`config.mk`:
```
export PLATFORM = sky130hd
export DESIGN_NAME = scsi_dma_chan
export DESIGN_NICKNAME = d
export VERILOG_FILES = /design/src/rtl/scsi_dma_pkg.sv /design/src/rtl/scsi_dma_regs.sv /design/src/rtl/scsi_dma_status.sv /design/src/rtl/scsi_dma_xfer.sv /design/src/rtl/scsi_dma_chan.sv
export SDC_FILE = /design/constraint.sdc
export NUM_CORES = 1
export LEC_CHECK = 0
export ABC_AREA = 1
export BUFFER_PORTS_ARGS = -buffer_cell sky130_fd_sc_hd__buf_2
export CORE_MARGIN = 2
export CORE_UTILIZATION = 45
export DETAILED_ROUTE_END_ITERATION = 10
export PLACE_DENSITY = 0.64
export REMOVE_ABC_BUFFERS = 1
export SYNTH_ARGS = -nofsm -noshare
export SYNTH_HDL_FRONTEND = slang
export SYNTH_HIERARCHICAL = 1
export SYNTH_SLANG_ARGS = --single-unit
```
`constraint.sdc`:
```
create_clock -name clk -period 4 [get_ports clk]
set_clock_uncertainty 0.15 [all_clocks]
set_input_delay 0.8 -clock clk [delete_from_list [all_inputs] [get_ports clk]]
set_output_delay 0.8 -clock clk [all_outputs]
set_load 0.02 [all_outputs]
```
`src/rtl/scsi_dma_pkg.sv`:
```
package scsi_dma_pkg;
  localparam int REG_W    = 32;
  localparam int SLOT_CNT = 9;
  localparam int SEL_W    = $clog2(SLOT_CNT);
  localparam int STAT_W   = 6;

  localparam logic [SEL_W-1:0] SLOT_CMD    = SEL_W'(0);
  localparam logic [SEL_W-1:0] SLOT_SCNT   = SEL_W'(1);
  localparam logic [SEL_W-1:0] SLOT_SADDR  = SEL_W'(2);
  localparam logic [SEL_W-1:0] SLOT_WCNT   = SEL_W'(3);
  localparam logic [SEL_W-1:0] SLOT_WADDR  = SEL_W'(4);
  localparam logic [SEL_W-1:0] SLOT_STAT   = SEL_W'(5);
  localparam logic [SEL_W-1:0] SLOT_SLIST  = SEL_W'(6);
  localparam logic [SEL_W-1:0] SLOT_WLIST  = SEL_W'(7);
  localparam logic [SEL_W-1:0] SLOT_BUSCTL = SEL_W'(8);

  // status bit positions
  localparam int ST_PWDN  = 0;
  localparam int ST_ERR   = 1;
  localparam int ST_ABRT  = 2;
  localparam int ST_DONE  = 3;
  localparam int ST_CORE  = 4;
  localparam int ST_FLUSH = 5;

  // command and bus-control bit positions
  localparam int CMD_DONE_IE = 6;
  localparam int CMD_DIR     = 7;
  localparam int BUS_W1C     = 24;

  localparam logic [REG_W-1:0] WADDR_RST = '1;
  localparam logic [REG_W-1:0] WLIST_RST = 32'hFFFF_FFFD;

  typedef enum logic [1:0] {
    OP_IDLE  = 2'd0,
    OP_FLUSH = 2'd1,
    OP_ABORT = 2'd2,
    OP_START = 2'd3
  } dma_op_e;
endpackage

```
`src/rtl/scsi_dma_regs.sv`:
```
module scsi_dma_regs
  import scsi_dma_pkg::*;
(
  input  logic              clk,
  input  logic              rst_n,
  input  logic              wr_en,
  input  logic              rd_en,
  input  logic [SEL_W-1:0]  sel,
  input  logic [REG_W-1:0]  wdata,
  input  logic [REG_W-1:0]  wcnt,
  input  logic [REG_W-1:0]  waddr,
  input  logic [REG_W-1:0]  wlist,
  input  logic [STAT_W-1:0] stat,
  output logic [REG_W-1:0]  rdata,
  output logic [REG_W-1:0]  start_cnt,
  output logic [REG_W-1:0]  start_addr,
  output logic [REG_W-1:0]  start_list,
  output dma_op_e           op,
  output logic              dir_cfg,
  output logic              done_ie,
  output logic              w1c_mode,
  output logic              start_pulse,
  output logic              flush_pulse,
  output logic              stat_wr,
  output logic              stat_rd,
  output logic              core_cancel,
  output logic              xfer_en
);
  logic [REG_W-1:0] cmd_q;
  logic [REG_W-1:0] busctl_q;
  logic             cmd_wr;
  dma_op_e          op_w;
  logic             abort_pulse;
  logic             idle_pulse;

  assign cmd_wr      = wr_en && (sel == SLOT_CMD);
  assign op_w        = dma_op_e'(wdata[1:0]);
  assign start_pulse = cmd_wr && (op_w == OP_START);
  assign flush_pulse = cmd_wr && (op_w == OP_FLUSH);
  assign abort_pulse = cmd_wr && (op_w == OP_ABORT);
  assign idle_pulse  = cmd_wr && (op_w == OP_IDLE);
  assign stat_wr     = wr_en && (sel == SLOT_STAT);
  assign stat_rd     = rd_en && (sel == SLOT_STAT);

  assign op       = dma_op_e'(cmd_q[1:0]);
  assign dir_cfg  = cmd_q[CMD_DIR];
  assign done_ie  = cmd_q[CMD_DONE_IE];
  assign w1c_mode = busctl_q[BUS_W1C];

  always_ff @(posedge clk) begin
    if (!rst_n) begin
      cmd_q       <= '0;
      start_cnt   <= '0;
      start_addr  <= '0;
      start_list  <= '0;
      busctl_q    <= '0;
      core_cancel <= 1'b0;
      xfer_en     <= 1'b0;
    end else begin
      core_cancel <= abort_pulse;
      if (start_pulse)     xfer_en <= 1'b1;
      else if (idle_pulse) xfer_en <= 1'b0;
      if (wr_en) begin
        case (sel)
          SLOT_CMD:    cmd_q      <= wdata;
          SLOT_SCNT:   start_cnt  <= wdata;
          SLOT_SADDR:  start_addr <= wdata;
          SLOT_SLIST:  start_list <= wdata;
          SLOT_BUSCTL: busctl_q   <= wdata;
          default:     ;
        endcase
      end
    end
  end

  always_comb begin
    case (sel)
      SLOT_CMD:    rdata = cmd_q;
      SLOT_SCNT:   rdata = start_cnt;
      SLOT_SADDR:  rdata = start_addr;
      SLOT_WCNT:   rdata = wcnt;
      SLOT_WADDR:  rdata = waddr;
      SLOT_STAT:   rdata = {{(REG_W-STAT_W){1'b0}}, stat};
      SLOT_SLIST:  rdata = start_list;
      SLOT_WLIST:  rdata = wlist;
      SLOT_BUSCTL: rdata = busctl_q;
      default:     rdata = '0;
    endcase
  end

  // cancel is a single-cycle pulse unless abort is written again
  p_cancel_pulse_r4: assert property (@(posedge clk) disable iff (!rst_n)
    (core_cancel && !abort_pulse) |=> !core_cancel);

  // a start command enables transfers in the following cycle
  p_start_enables_r3: assert property (@(posedge clk) disable iff (!rst_n)
    start_pulse |=> xfer_en);
endmodule

```
`src/rtl/scsi_dma_status.sv`:
```
module scsi_dma_status
  import scsi_dma_pkg::*;
(
  input  logic              clk,
  input  logic              rst_n,
  input  logic              start_pulse,
  input  logic              flush_pulse,
  input  logic              stat_wr,
  input  logic              stat_rd,
  input  logic [2:0]        clr_mask,
  input  logic              w1c_mode,
  input  logic              core_irq,
  input  dma_op_e           op,
  input  logic              done_ie,
  input  logic              wcnt_zero,
  output logic [STAT_W-1:0] stat,
  output logic              irq
);
  logic              core_irq_q;
  logic              irq_rise;
  logic              irq_fall;
  logic [STAT_W-1:0] stat_nxt;

  assign irq_rise = core_irq && !core_irq_q;
  assign irq_fall = !core_irq && core_irq_q;

  always_comb begin
    stat_nxt = stat;
    if (start_pulse) stat_nxt = '0;
    if (flush_pulse) stat_nxt[ST_FLUSH] = 1'b1;
    if (stat_wr && w1c_mode) stat_nxt[ST_DONE:ST_ERR] = stat_nxt[ST_DONE:ST_ERR] & ~clr_mask;
    if (stat_rd && !w1c_mode) stat_nxt[ST_DONE:ST_ERR] = '0;
    if (irq_rise) begin
      stat_nxt[ST_CORE] = 1'b1;
      if (op == OP_START && wcnt_zero) stat_nxt[ST_DONE] = 1'b1;
    end else if (irq_fall) begin
      stat_nxt[ST_CORE] = 1'b0;
    end
  end

  always_ff @(posedge clk) begin
    if (!rst_n) begin
      stat       <= '0;
      core_irq_q <= 1'b0;
    end else begin
      stat       <= stat_nxt;
      core_irq_q <= core_irq;
    end
  end

  assign irq = stat[ST_CORE] | (done_ie & stat[ST_DONE]);

  // flush always leaves the flush-complete flag set
  p_flush_sets_r5: assert property (@(posedge clk) disable iff (!rst_n)
    flush_pulse |=> stat[ST_FLUSH]);

  // a falling core interrupt drops the core flag
  p_fall_clears_r10: assert property (@(posedge clk) disable iff (!rst_n)
    irq_fall |=> !stat[ST_CORE]);

  // a read in read-clear mode leaves done low unless a new rise sets it
  p_read_clear_r12: assert property (@(posedge clk) disable iff (!rst_n)
    (stat_rd && !w1c_mode && !irq_rise) |=> !stat[ST_DONE]);

  // with the done enable off and no core flag, no interrupt
  p_irq_mask_r9: assert property (@(posedge clk) disable iff (!rst_n)
    (!done_ie && !stat[ST_CORE]) |-> !irq);
endmodule

```
`src/rtl/scsi_dma_xfer.sv`:
```
module scsi_dma_xfer
  import scsi_dma_pkg::*;
#(
  parameter int LEN_W = 16
) (
  input  logic             clk,
  input  logic             rst_n,
  input  logic             start_pulse,
  input  logic [REG_W-1:0] start_cnt,
  input  logic [REG_W-1:0] start_addr,
  input  logic [REG_W-1:0] start_list,
  input  logic             dir_cfg,
  input  logic             req_valid,
  output logic             req_ready,
  input  logic [LEN_W-1:0] req_len,
  input  logic             req_dir,
  output logic             mem_valid,
  input  logic             mem_ready,
  output logic [REG_W-1:0] mem_addr,
  output logic [REG_W-1:0] mem_len,
  output logic             mem_wr,
  output logic [REG_W-1:0] wcnt,
  output logic [REG_W-1:0] waddr,
  output logic [REG_W-1:0] wlist
);
  localparam int PAD_W = REG_W - LEN_W;

  logic             req_fire;
  logic             take;
  logic [REG_W-1:0] len_ext;
  logic [REG_W-1:0] grant;

  assign req_ready = !mem_valid || mem_ready;
  assign req_fire  = req_valid && req_ready;
  assign take      = req_fire && (req_dir == dir_cfg);
  assign len_ext   = {{PAD_W{1'b0}}, req_len};
  assign grant     = (len_ext < wcnt) ? len_ext : wcnt;

  always_ff @(posedge clk) begin
    if (!rst_n) begin
      wcnt  <= '0;
      waddr <= WADDR_RST;
      wlist <= WLIST_RST;
    end else if (start_pulse) begin
      wcnt  <= start_cnt;
      waddr <= start_addr;
      wlist <= start_list;
    end else if (take) begin
      wcnt  <= wcnt - grant;
      waddr <= waddr + grant;
    end
  end

  always_ff @(posedge clk) begin
    if (!rst_n) begin
      mem_valid <= 1'b0;
      mem_addr  <= '0;
      mem_len   <= '0;
      mem_wr    <= 1'b0;
    end else if (take) begin
      mem_valid <= 1'b1;
      mem_addr  <= waddr;
      mem_len   <= grant;
      mem_wr    <= req_dir;
    end else if (mem_ready) begin
      mem_valid <= 1'b0;
    end
  end

  // a stalled memory request holds steady
  p_mem_hold_r8: assert property (@(posedge clk) disable iff (!rst_n)
    (mem_valid && !mem_ready) |=> (mem_valid && $stable(mem_addr) && $stable(mem_len)));

  // outside a start the remaining count never grows
  p_count_down_r6: assert property (@(posedge clk) disable iff (!rst_n)
    !start_pulse |=> (wcnt <= $past(wcnt)));

  // a request in the wrong direction leaves the counters alone
  p_drop_stable_r7: assert property (@(posedge clk) disable iff (!rst_n)
    (req_fire && (req_dir != dir_cfg) && !start_pulse) |=> ($stable(wcnt) && $stable(waddr)));
endmodule

```
`src/rtl/scsi_dma_chan.sv`:
```
module scsi_dma_chan
  import scsi_dma_pkg::*;
#(
  parameter int LEN_W = 16
) (
  input  logic             clk,
  input  logic             rst_n,
  input  logic             reg_wr_en,
  input  logic             reg_rd_en,
  input  logic [SEL_W-1:0] reg_sel,
  input  logic [REG_W-1:0] reg_wdata,
  output logic [REG_W-1:0] reg_rdata,
  input  logic             core_irq,
  output logic             core_cancel,
  output logic             xfer_en,
  input  logic             req_valid,
  output logic             req_ready,
  input  logic [LEN_W-1:0] req_len,
  input  logic             req_dir,
  output logic             mem_valid,
  input  logic             mem_ready,
  output logic [REG_W-1:0] mem_addr,
  output logic [REG_W-1:0] mem_len,
  output logic             mem_wr,
  output logic             irq
);
  logic [REG_W-1:0]  start_cnt, start_addr, start_list;
  logic [REG_W-1:0]  wcnt, waddr, wlist;
  logic [STAT_W-1:0] stat;
  dma_op_e           op;
  logic              dir_cfg, done_ie, w1c_mode;
  logic              start_pulse, flush_pulse, stat_wr, stat_rd;

  scsi_dma_regs u_regs (
    .clk(clk), .rst_n(rst_n), .wr_en(reg_wr_en), .rd_en(reg_rd_en),
    .sel(reg_sel), .wdata(reg_wdata), .wcnt(wcnt), .waddr(waddr),
    .wlist(wlist), .stat(stat), .rdata(reg_rdata), .start_cnt(start_cnt),
    .start_addr(start_addr), .start_list(start_list), .op(op),
    .dir_cfg(dir_cfg), .done_ie(done_ie), .w1c_mode(w1c_mode),
    .start_pulse(start_pulse), .flush_pulse(flush_pulse),
    .stat_wr(stat_wr), .stat_rd(stat_rd), .core_cancel(core_cancel),
    .xfer_en(xfer_en)
  );

  scsi_dma_status u_status (
    .clk(clk), .rst_n(rst_n), .start_pulse(start_pulse),
    .flush_pulse(flush_pulse), .stat_wr(stat_wr), .stat_rd(stat_rd),
    .clr_mask(reg_wdata[ST_DONE:ST_ERR]), .w1c_mode(w1c_mode),
    .core_irq(core_irq), .op(op), .done_ie(done_ie),
    .wcnt_zero(wcnt == '0), .stat(stat), .irq(irq)
  );

  scsi_dma_xfer #(.LEN_W(LEN_W)) u_xfer (
    .clk(clk), .rst_n(rst_n), .start_pulse(start_pulse),
    .start_cnt(start_cnt), .start_addr(start_addr), .start_list(start_list),
    .dir_cfg(dir_cfg), .req_valid(req_valid), .req_ready(req_ready),
    .req_len(req_len), .req_dir(req_dir), .mem_valid(mem_valid),
    .mem_ready(mem_ready), .mem_addr(mem_addr), .mem_len(mem_len),
    .mem_wr(mem_wr), .wcnt(wcnt), .waddr(waddr), .wlist(wlist)
  );
endmodule

```
==> flow_summary.html <==
<table>
<tr><th>Metric</th><th>Value</th></tr>
<tr><th colspan="2">Worst setup path</th></tr>
<tr><td>WP buf/inv</td><td>3</td></tr>
<tr><td>Worst path depth</td><td>19</td></tr>
<tr><td>Source of the worst register-to-register timing path</td><td>u_xfer/wcnt[15]$_SDFFE_PN0P_</td></tr>
<tr><td>List of cells traversed by the critical path</td><td>inv_1, ha_1, nand2_1, nor4_2, nand2_1, nand2_2, nand2_4, buf_12, nand2_1, nand2_1, ha_1, a21oi_1, o21ai_0, a21oi_2, nand2_1, buf_4, or2_2, nand3_1, nand3_1</td></tr>
<tr><td>Cell family with most CP delay</td><td>simple AND/OR/NAND/NOR gates</td></tr>
<tr><td>Worst EP required</td><td>4.30 ns</td></tr>
<tr><td>Maximum fanout along the worst path</td><td>8</td></tr>
<tr><td>Setup slack on the worst flop-to-flop path</td><td>0.18 ns</td></tr>
<tr><td>FF-to-FF End</td><td>u_xfer/waddr[13]$_SDFFE_PN1P_</td></tr>
<tr><td>WP data arrival</td><td>4.12 ns</td></tr>
<tr><td>Startpoint Class</td><td>flop</td></tr>
<tr><td>Worst-case reg-to-reg path depth</td><td>19</td></tr>
<tr><td>Category of the critical setup timing path</td><td>reg2reg</td></tr>
<tr><td>CP most frequent cell</td><td>sky130_fd_sc_hd__nand2_1</td></tr>
<tr><td>Slowest cell delay on critical path</td><td>approximately 0.36 ns</td></tr>
<tr><td>Cell type of the slowest stage on the worst timing path</td><td>sky130_fd_sc_hd__ha_1</td></tr>
<tr><td>Crit path capture type</td><td>flop</td></tr>
<tr><td>Launch point of the worst path</td><td>u_xfer/wcnt[15]$_SDFFE_PN0P_</td></tr>
<tr><td>Capture point of the critical path</td><td>u_xfer/waddr[13]$_SDFFE_PN1P_</td></tr>
<tr><th colspan="2">Place</th></tr>
<tr><td>DPL Wire Length</td><td>56.25 mm</td></tr>
<tr><td>Place WS</td><td>-0.5114 ns</td></tr>
<tr><td>Global placement routability congestion</td><td>1.007</td></tr>
<tr><td>Number of port buffers</td><td>between 150 and 200</td></tr>
<tr><th colspan="2">Drt</th></tr>
<tr><td>DR iter-0 viols</td><td>2,118</td></tr>
<tr><td>Top layer reached by signal wires</td><td>met4</td></tr>
<tr><td>Detailed-routing iteration count for the pre-antenna-repair pass</td><td>8</td></tr>
<tr><td>Number of nets with antenna violations after routing</td><td>0</td></tr>
<tr><td>Met2 WL</td><td>around 34 mm</td></tr>
<tr><td>Detailed-route wire length</td><td>76.73 mm</td></tr>
<tr><td>Total met3 wirelength after detailed routing</td><td>6.036 mm</td></tr>
<tr><td>Final routed wire length divided by cell count</td><td>19.03 um</td></tr>
<tr><td>Via-per-instance ratio</td><td>between 5 and 6</td></tr>
<tr><td>Detailed-route DRC error count</td><td>0</td></tr>
<tr><td>Number of vias after detailed routing</td><td>21,790</td></tr>
<tr><td>Met1 wire length</td><td>34.98 mm</td></tr>
<tr><th colspan="2">Die</th></tr>
<tr><td>DIE HEIGHT</td><td>about 210 um</td></tr>
<tr><td>Core outline area</td><td>43,080 sq um</td></tr>
<tr><td>I/O pin count</td><td>162</td></tr>
<tr><td>Number of cell rows</td><td>76</td></tr>
<tr><td>Effective utilization at floorplan</td><td>0.4565</td></tr>
<tr><td>X dimension of the die</td><td>213.1 um</td></tr>
<tr><td>Die footprint</td><td>approximately 45,000 sq um</td></tr>
<tr><th colspan="2">Run status</th></tr>
<tr><td>Run status</td><td>complete, no violations</td></tr>
<tr><th colspan="2">Global routing</th></tr>
<tr><td>Maximum number of pins on one net before global-route repair</td><td>81</td></tr>
<tr><td>Via count of the first global-routing pass</td><td>20,260</td></tr>
<tr><td>Total track usage</td><td>0.3358</td></tr>
<tr><td>Remaining global-route overflow</td><td>0</td></tr>
<tr><td>Number of antenna violations at the first check in global routing</td><td>1</td></tr>
<tr><td>Wire length of the first global-routing pass</td><td>116.9 mm</td></tr>
<tr><th colspan="2">Clock network</th></tr>
<tr><td>Worst-path clk slew</td><td>approximately 0.060 ns</td></tr>
<tr><td>Clock latency of the later-clocked register in the worst-skew pair</td><td>0.57 ns</td></tr>
<tr><td>Clk root buf</td><td>sky130_fd_sc_hd__clkbuf_16</td></tr>
<tr><td>Hold buffer count at CTS</td><td>0</td></tr>
<tr><td>TritonCTS Buffers</td><td>40</td></tr>
<tr><td>Clk buf depth</td><td>3</td></tr>
<tr><td>Count of H-tree levels built during CTS</td><td>2</td></tr>
<tr><td>CTS Sinks</td><td>330</td></tr>
<tr><td>TritonCTS clock tree</td><td>built</td></tr>
<tr><th colspan="2">STA</th></tr>
<tr><td>Maximum clock frequency</td><td>262.0 MHz</td></tr>
<tr><td>Slew at the pin closest to its max-slew limit</td><td>0.8754 ns</td></tr>
<tr><td>Worst slew slack as a fraction of its limit</td><td>0.4164</td></tr>
<tr><td>Setup TNS</td><td>0 ns</td></tr>
<tr><td>Pins over their slew limit</td><td>0</td></tr>
<tr><td>Period Utilization, post-route</td><td>0.9543</td></tr>
<tr><td>Final Worst Setup Slack</td><td>0.1828 ns</td></tr>
<tr><td>Final Hold Violating Endpoints</td><td>0</td></tr>
<tr><td>Time the worst path needs with I/O delays and setup</td><td>approximately 3.8 ns</td></tr>
<tr><td>Setup violations, final</td><td>0</td></tr>
<tr><th colspan="2">Synth</th></tr>
<tr><td>Warnings from Yosys</td><td>6</td></tr>
<tr><td>Syn Inst Count</td><td>around 3,200</td></tr>
<tr><td>Share of synthesized registers carrying an async set or reset</td><td>0</td></tr>
<tr><td>Synth Area per Inst</td><td>6.190 sq um</td></tr>
<tr><td>Most used standard cell by instance count after synthesis</td><td>sky130_fd_sc_hd__nand2_1</td></tr>
<tr><td>Share of synthesized area occupied by flip-flops and latches</td><td>0.3359</td></tr>
<tr><td>Dominant cell type by area after synthesis</td><td>sky130_fd_sc_hd__dfxtp_1</td></tr>
<tr><td>Library cells used by synthesis</td><td>48</td></tr>
<tr><td>Most instantiated cells after synthesis</td><td>sky130_fd_sc_hd__nand2_1, sky130_fd_sc_hd__nand3_1, sky130_fd_sc_hd__inv_1</td></tr>
<tr><td>Flip-flop and latch count after synthesis</td><td>330</td></tr>
<tr><td>Number of enable flip-flop cells after synthesis</td><td>0</td></tr>
<tr><td>Total standard cell area after synthesis</td><td>19,670 sq um</td></tr>
<tr><td>Share of Yosys cell area claimed by the top area cell type</td><td>0.3359</td></tr>
<tr><td>Most used flip-flop cell after synthesis</td><td>sky130_fd_sc_hd__dfxtp_1</td></tr>
<tr><td>Top post-synthesis cells by area</td><td>sky130_fd_sc_hd__dfxtp_1, sky130_fd_sc_hd__nand2_1, sky130_fd_sc_hd__nand3_1, sky130_fd_sc_hd__inv_1, sky130_fd_sc_hd__a21oi_1</td></tr>
<tr><th colspan="2">Hold path</th></tr>
<tr><td>Hold WC Path Type</td><td>reg2reg</td></tr>
<tr><th colspan="2">Flow run</th></tr>
<tr><td>Reported max-cap violation count</td><td>0</td></tr>
<tr><th colspan="2">Power</th></tr>
<tr><td>Ratio of total power to cell area</td><td>504.7 nW/um^2</td></tr>
<tr><td>Leakage power of the design</td><td>11.51 nW</td></tr>
<tr><td>Maximum vdd ir drop</td><td>0.3578 mV</td></tr>
<tr><th colspan="2">Layout</th></tr>
<tr><td>Post-layout nets</td><td>3,541</td></tr>
<tr><td>Filler cells</td><td>4,471</td></tr>
<tr><td>Layout Area Growth over Synthesis</td><td>19.56%</td></tr>
<tr><td>Fraction of layout instances using a drive strength above 1</td><td>0.1413</td></tr>
</table>
where the power goes:
group | internal (mW) | total, mW | switching, mW
registers | 3.45 | 3.64 | 0.190
logic | 1.73 | 4.50 | 2.77
clock network | 2.23 | 3.72 | 1.50
registers in the layout (all words and copies together), names as in the netlist, 32 cells and up:
| register | flops |
|---|---|
| u_regs/busctl_q | 32 |
| u_regs/cmd_q | 32 |
| u_regs/start_addr | 32 |
| u_regs/start_cnt | 32 |
| u_regs/start_list | 32 |
| u_xfer/mem_addr | 32 |
| u_xfer/mem_len | 32 |
| u_xfer/waddr | 32 |
| u_xfer/wcnt | 32 |
| u_xfer/wlist | 32 |
kinds of logic (layout without fill, tap and decap cells):
family | Yosys count | count (layout) | synth area share
flip-flops | 330 | 330 | 0.3359
other | 2 | 18 | 0.0003819
XOR/XNOR | 15 | 15 | 0.006680
AO/OA/AOI/OAI | 409 | 409 | 0.1084
AND/OR/NAND/NOR | 1794 | 1794 | 0.3921
adder cells (fa/ha/maj) | 64 | 64 | 0.04148
buffers and inverters | 563 | 818 | 0.1150
worst register-to-register path: stages, from the launching register on:
cell,delay [ns]
sky130_fd_sc_hd__dfxtp_1,0.33
sky130_fd_sc_hd__inv_1,0.09
sky130_fd_sc_hd__ha_1,0.31
sky130_fd_sc_hd__nand2_1,0.10
sky130_fd_sc_hd__nor4_2,0.31
sky130_fd_sc_hd__nand2_1,0.10
sky130_fd_sc_hd__nand2_2,0.12
sky130_fd_sc_hd__nand2_4,0.09
sky130_fd_sc_hd__buf_12,0.14
sky130_fd_sc_hd__nand2_1,0.08
sky130_fd_sc_hd__nand2_1,0.12
sky130_fd_sc_hd__ha_1,0.36
sky130_fd_sc_hd__a21oi_1,0.24
sky130_fd_sc_hd__o21ai_0,0.21
sky130_fd_sc_hd__a21oi_2,0.17
sky130_fd_sc_hd__nand2_1,0.17
sky130_fd_sc_hd__buf_4,0.18
sky130_fd_sc_hd__or2_2,0.26
sky130_fd_sc_hd__nand3_1,0.09
sky130_fd_sc_hd__nand3_1,0.07
worst min path at each step:
stage	from	slack, ns	to	depth (start not counted)
2_1_floorplan	u_regs/cmd_q[10]$_SDFFE_PN0P_	0.27	u_regs/cmd_q[10]$_SDFFE_PN0P_	2
3_3_place_gp	u_xfer/mem_len[20]$_SDFFE_PN0P_	0.27	u_xfer/mem_len[20]$_SDFFE_PN0P_	2
3_5_place_dp	u_xfer/mem_len[23]$_SDFFE_PN0P_	0.28	u_xfer/mem_len[23]$_SDFFE_PN0P_	2
4_1_cts	core_irq	0.27	u_status/core_irq_q$_SDFF_PN0_	3
5_1_grt	core_irq	0.28	u_status/core_irq_q$_SDFF_PN0_	3
6_report	u_xfer/mem_len[20]$_SDFFE_PN0P_	0.28	u_xfer/mem_len[20]$_SDFFE_PN0P_	2
layer usage:
layer,vias up,GRT usage
li1,10690,-
met1,10080,0.4774
met2,885,0.5293
met3,125,0.04912
met4,0,0.09067
met5,-,0
metrics by stage:
step	hold WS (ns)	utilization	area [sq um]	total power, mW	cells
6_report	0.2797	0.5458	23510	11.87	4033
5_1_grt	0.2813	0.5457	23510	12.49	4031
4_1_cts	0.2682	0.5450	23480	11.80	4030
3_5_place_dp	0.2753	0.5141	22150	8.072	3959
3_3_place_gp	0.2678	0.5141	22150	8.071	3959
2_1_floorplan	0.2739	-	18920	6.024	3017
cell usage in the layout, fill, tap and decap left out, types with 11 or more instances in the layout:
cell type	Yosys	routed
sky130_fd_sc_hd__conb_1	2	16
sky130_fd_sc_hd__buf_4	11	184
sky130_fd_sc_hd__clkbuf_16	0	40
sky130_fd_sc_hd__nand2_1	919	916
sky130_fd_sc_hd__buf_12	0	15
sky130_fd_sc_hd__nand4_1	110	110
sky130_fd_sc_hd__inv_1	373	372
sky130_fd_sc_hd__ha_1	62	62
sky130_fd_sc_hd__a21oi_1	274	273
sky130_fd_sc_hd__inv_2	14	13
sky130_fd_sc_hd__dfxtp_1	330	328
sky130_fd_sc_hd__a31oi_1	11	11
sky130_fd_sc_hd__o21ai_0	78	78
sky130_fd_sc_hd__nor3_1	14	14
sky130_fd_sc_hd__nor2_1	314	312
sky130_fd_sc_hd__o21ai_1	21	21
sky130_fd_sc_hd__buf_2	61	159
sky130_fd_sc_hd__nand3_1	385	385
sky130_fd_sc_hd__nand2_2	15	18
repair_timing:
action | in CTS | in global routing
buffers inserted | 0 | 1
hold endpoints to repair | 0 | 0
endpoints found under the setup margin | 1 | 10
gates resized for setup | 1 | 7
cell type report:
type	count	area, sq um	area share
antenna	2	5.005	0.0002129
clock buffer	60	1176	0.05002
clock inverter	11	151.4	0.006439
inverter	389	1465	0.06231
multi-input combinational	2298	10900	0.4634
sequential	330	6609	0.2811
tap	585	732.0	0.03113
timing repair buffer	358	2477	0.1054
(Power assumes the default switching activity.)
